[src/rtl/ivd_pkg.sv]
package ivd_pkg;
    localparam int ADDR_W = 10;
    localparam int NSRC   = 3;
    localparam int STRIDE = 4;

    typedef struct packed {
        logic              boot;
        logic              gie;
        logic              vload;
        logic              push;
        logic [ADDR_W-1:0] vaddr;
        logic [NSRC-1:0]   pend;
    } disp_st_t;
endpackage

[src/rtl/ivd_sync.sv]
module ivd_sync #(
    parameter int STAGES = 2
) (
    input  logic clk,
    input  logic rst_n,
    input  logic pin_n,
    output logic fall
);
    logic [STAGES:0] sh_d, sh_q;

    always_comb begin
        sh_d = {sh_q[STAGES-1:0], pin_n};
    end

    always_ff @(posedge clk or negedge rst_n) begin
        if (!rst_n) sh_q <= '1;
        else        sh_q <= sh_d;
    end

    assign fall = sh_q[STAGES] & ~sh_q[STAGES-1];


    fall_single_chk: assert property (@(posedge clk) disable iff (!rst_n)
        fall |=> !fall);
endmodule

[src/rtl/ivd_arbiter.sv]
module ivd_arbiter #(
    parameter int NSRC   = 3,
    parameter int ADDR_W = 10,
    parameter int STRIDE = 4
) (
    input  logic [NSRC-1:0]   req,
    output logic [NSRC-1:0]   grant,
    output logic              any,
    output logic [ADDR_W-1:0] vec
);
    always_comb begin
        grant = '0;
        vec   = '0;
        for (int i = NSRC - 1; i >= 0; i--) begin
            if (req[i]) begin
                grant    = '0;
                grant[i] = 1'b1;
                vec      = ADDR_W'((i + 1) * STRIDE);
            end
        end
        any = |req;
    end


    always_comb begin
        grant_onehot_chk: assert ($onehot0(grant));
    end
endmodule

[src/rtl/ivd_top.sv]
module ivd_top
    import ivd_pkg::*;
#(
    parameter int SYNC_STAGES = 2
) (
    input  logic              clk,
    input  logic              rst_n,
    input  logic              ext_pin_n,
    input  logic              tmr_ovf,
    input  logic              adc_done,
    input  logic              ext_en,
    input  logic              tmr_en,
    input  logic              adc_en,
    input  logic              gie_wr,
    input  logic              gie_wdata,
    input  logic              stack_full,
    output logic              vec_load,
    output logic [ADDR_W-1:0] vec_addr,
    output logic              push_req,
    output logic              gie_o
);
    disp_st_t st_d, st_q;

    logic              ext_fall;
    logic [NSRC-1:0]   raw_req;
    logic [NSRC-1:0]   src_en;
    logic [NSRC-1:0]   elig;
    logic [NSRC-1:0]   grant;
    logic              any;
    logic [ADDR_W-1:0] vec;

    ivd_sync #(.STAGES(SYNC_STAGES)) u_sync (
        .clk   (clk),
        .rst_n (rst_n),
        .pin_n (ext_pin_n),
        .fall  (ext_fall)
    );

    assign raw_req = {adc_done, tmr_ovf, ext_fall};
    assign src_en  = {adc_en, tmr_en, ext_en};
    assign elig    = st_q.pend & src_en
                   & {NSRC{st_q.gie & ~stack_full & ~st_q.boot}};

    ivd_arbiter #(.NSRC(NSRC), .ADDR_W(ADDR_W), .STRIDE(STRIDE)) u_arb (
        .req   (elig),
        .grant (grant),
        .any   (any),
        .vec   (vec)
    );

    always_comb begin
        st_d       = st_q;
        st_d.vload = 1'b0;
        st_d.push  = 1'b0;
        st_d.pend  = (st_q.pend & ~grant) | raw_req;
        if (gie_wr) st_d.gie = gie_wdata;
        if (st_q.boot) begin
            st_d.boot  = 1'b0;
            st_d.vload = 1'b1;
            st_d.vaddr = '0;
        end else if (any) begin
            st_d.vload = 1'b1;
            st_d.push  = 1'b1;
            st_d.vaddr = vec;
            st_d.gie   = 1'b0;
        end
    end

    always_ff @(posedge clk or negedge rst_n) begin
        if (!rst_n) begin
            st_q      <= '0;
            st_q.boot <= 1'b1;
        end else begin
            st_q <= st_d;
        end
    end

    assign vec_load = st_q.vload;
    assign vec_addr = st_q.vaddr;
    assign push_req = st_q.push;
    assign gie_o    = st_q.gie;


    push_with_load_chk: assert property (@(posedge clk) disable iff (!rst_n)
        push_req |-> vec_load);

    gie_drop_chk: assert property (@(posedge clk) disable iff (!rst_n)
        push_req |-> !gie_o);

    stack_room_chk: assert property (@(posedge clk) disable iff (!rst_n)
        push_req |-> !$past(stack_full));

    gie_gate_chk: assert property (@(posedge clk) disable iff (!rst_n)
        push_req |-> $past(gie_o));

    vec_nonzero_chk: assert property (@(posedge clk) disable iff (!rst_n)
        push_req |-> (vec_addr != '0));
endmodule

[config.mk]
export PLATFORM = sky130hd
export DESIGN_NAME = ivd_top
export DESIGN_NICKNAME = d
export VERILOG_FILES = /design/src/rtl/ivd_pkg.sv /design/src/rtl/ivd_sync.sv /design/src/rtl/ivd_arbiter.sv /design/src/rtl/ivd_top.sv
export SDC_FILE = /design/constraint.sdc
export NUM_CORES = 1
export LEC_CHECK = 0
export ABC_AREA = 1
export BUFFER_PORTS_ARGS = -buffer_cell sky130_fd_sc_hd__buf_2
export CAP_MARGIN = 20
export CORE_UTILIZATION = 40
export CTS_CLUSTER_SIZE = 25
export DETAILED_ROUTE_END_ITERATION = 7
export GPL_TIMING_DRIVEN = 0
export PLACE_DENSITY_LB_ADDON = 0.12
export SYNTH_ARGS = -nofsm -noshare
export SYNTH_HDL_FRONTEND = slang
export SYNTH_SLANG_ARGS = --single-unit
[constraint.sdc]
create_clock -name clk -period 1.1 [get_ports clk]
set_clock_uncertainty 0.1 [all_clocks]
set_input_delay 0.165 -clock clk [delete_from_list [all_inputs] [get_ports clk]]
set_output_delay 0.165 -clock clk [all_outputs]
set_load 0.05 [all_outputs]
==> results.ini <==
[run_status]
status = finished with violations
violations = setup timing

[sta]
timing.final.crit_share_pct = 102
setup_viol = 2
fmax_ghz = 0.889
finalCriticalPeriod_ns = 1.12
setup_ws_ns = -0.0243
drv_slew = 0
rsz0062_at_grt = true
whs_ns = 0.0487
hold_viol = 0

[clock_tree]
clockRootBuffer = clkbuf_4
cts_tree = built
cts-htree-levels = 1
cts_buffers = 3
cts_buffer_depth = 2
clock_sinks = 12
clkSlewWorstSetupHoldPaths_ns = 0.07
clkLatencyLatePin_ns = 0.27

[route]
vias = 435
route.detailed.drc = 0
avgViaCountPerCell = 4.07
ant_nets = 0
first_iter_violations = 11
drt-wirelength-per-cell_um = 8.52
first_pass_iters = 4
routed_wl_um = 912

[flow_run]
cap_violations = 0

[placed_design]
gp_congestion = 0.694
place_area_um2 = 706
dp_hpwl_um = 674
io_buffers = 15

[worst_setup_path]
critPathLaunch = gie_o
worst-path-buf-inv = 1
crit_type = reg -> out
cp_max_fo = 3
crit_chain = buf_6
critical_path_required_ns = 0.83
reg2reg_from = st_q[16]
cp.arrival_ns = 0.86
slowest_stage = dfrtp_2
cp-end-kind = output pin
cpLargestDelayFamily = flip-flops
max_stage_delay_ns = 0.43
crit_path_start_kind = flip-flop

[pwr]
switchingPower_mw = 0.329
p_per_area_nw_per_um2 = 1290
worst_ir_drop_vdd_mv = 0.875
comb_power_share_pct = 26.6
leakage_nw = 0.443
clock_power_share_pct = 26.2
pwr-share-seq_pct = 47.1
p_int_mw = 0.715
power_mw = 1.04
swShare_pct = 31.6

[floorplanning]
dieArea_um2 = 1600
io_pins = 24
die_w_um = 40.0
die_y_um = 40.0
core.rowCount = 13
coreArea_um2 = 1320
initial_utilization_pct = 43.8

[finish]
antenna_cells = 0
drive_gt1_share_pct = 50.0
stdcell_area_um2 = 811
areaGrowthSynthToFinish_pct = 40.6
fillers = 119
layout.nets = 104

[grt]
grtUsageTotal_pct = 13.3
grt_pass1_wl_um = 1300
grt_max_degree = 13
grt_pass1_vias = 334
overflow = 0
antenna_found_initial = 0

[synth]
synthesis.area_um2 = 577
ys_types = 17
synth_cells = 61
synth.yosys.seq_area_share_pct = 52.9
postSynthAreaPerCell_um2 = 9.46
ys_ff_latch = 12
ys_warn_count = 0

[hold_path]
hold_class = in -> reg
hold_start = gie_wdata

logic make-up (layout without fill, tap and decap cells):
| kind of cell | after synthesis | in the layout | synth area share [%] |
|---|---|---|---|
| flops | 12 | 12 | 52.9 |
| buf+inv | 21 | 44 | 20.2 |
| simple gates | 22 | 22 | 19.3 |
| other cells | 1 | 9 | 0.650 |
| compound gates | 5 | 5 | 6.94 |
worst paths after layout:
kind	slack (ns)	endpoint	depth (start not counted)
setup / recovery	-0.02	gie_o	1
hold / removal	0.05	gie_o	3
setup reg to reg	-0.01	vec_addr[2]	7
hold reg to reg	0.26	u_sync.sh_q[1]	0
max in group asynchronous	0.44	st_q[16]	2
min in group asynchronous	0.19	st_q[0]	2
metrics by stage:
stage                     setup slack [ns]  utilization [%]  instances  setup TNS, ns
final                              -0.0243             61.5        107        -0.0380
after floorplan                    -0.0802                -         69         -0.379
after global routing               -0.0727             61.5        107         -0.376
after CTS                          -0.0347             61.0        107        -0.0667
after global placement             -0.0165             53.6         99        -0.0165
after detailed placement           -0.0428             53.6         99        -0.0428
final cells by class:
| cell class | count | area (µm²) | share of cell area, % |
|---|---|---|---|
| multi-input cells | 36 | 189 | 23.3 |
| plain buffers | 8 | 60.1 | 7.41 |
| inverters | 11 | 41.3 | 5.09 |
| repair buffers | 21 | 169 | 20.8 |
| flip-flops and latches | 12 | 307 | 37.8 |
| well taps | 15 | 18.8 | 2.31 |
| clock buffers | 4 | 26.3 | 3.24 |
power by group through the flow:
stage / Clock (mW) / Combinational, mW / Sequential, mW
finish: 0.274 / 0.278 / 0.492
global route: 0.308 / 0.300 / 0.495
global placement: 0 / 0.244 / 0.495
detailed placement: 0 / 0.246 / 0.496
CTS: 0.287 / 0.275 / 0.492
floorplan: 0 / 0.163 / 0.528
what timing repair did:
item / CTS / global route
endpoints found under the setup margin: 7 / 11
hold buffers: 4 / 0
pin swaps: 0 / 3
buffers inserted: 2 / 0
resized for setup: 11 / 2
endpoints found under the hold margin: 15 / 0
routing by layer:
metal / global-route usage [%] / part of all wire (%) / vias up
li1: - / - / 225
met1: 14.3 / 41 / 189
met2: 19.8 / 50 / 19
met3: 8.33 / 7.3 / 2
met4: 7.76 / 1.3 / 0
met5: 0 / 0 / -
synth_stat cells:
library cell	instances	area share [%]
inv_1	9	5.9
nand4_1	1	1.1
nand2_1	9	5.9
o21ai_4	1	2.8
nand2_2	5	5.4
conb_1	1	0.65
o21ai_1	1	0.87
nor2_4	1	2.0
inv_2	2	1.3
a21oi_1	2	1.7
dfstp_2	4	18
nor2_1	2	1.3
dfrtp_1	8	35
a21oi_2	1	1.5
buf_4	10	13
nand3_1	3	2.6
nor2_2	1	1.1
registers in the layout (all words and copies together), names as in the netlist:
signal	count
push_req	1
u_sync.sh_q	3
gie_o	1
vec_load	1
st_q	4
vec_addr	2
placed cells by master, fill, tap and decap left out, types with 2 or more instances in the layout:
cell type       n
nand3_1         3
dfrtp_1         7
clkbuf_4        3
buf_4          10
conb_1          9
buf_2          10
inv_1           8
dlygate4sd3_1   4
nand2_2         5
buf_6           3
a21oi_2         2
inv_2           3
buf_8           2
nor2_1          2
nand2_1         9
dfstp_2         4
(Power assumes the default switching activity.)
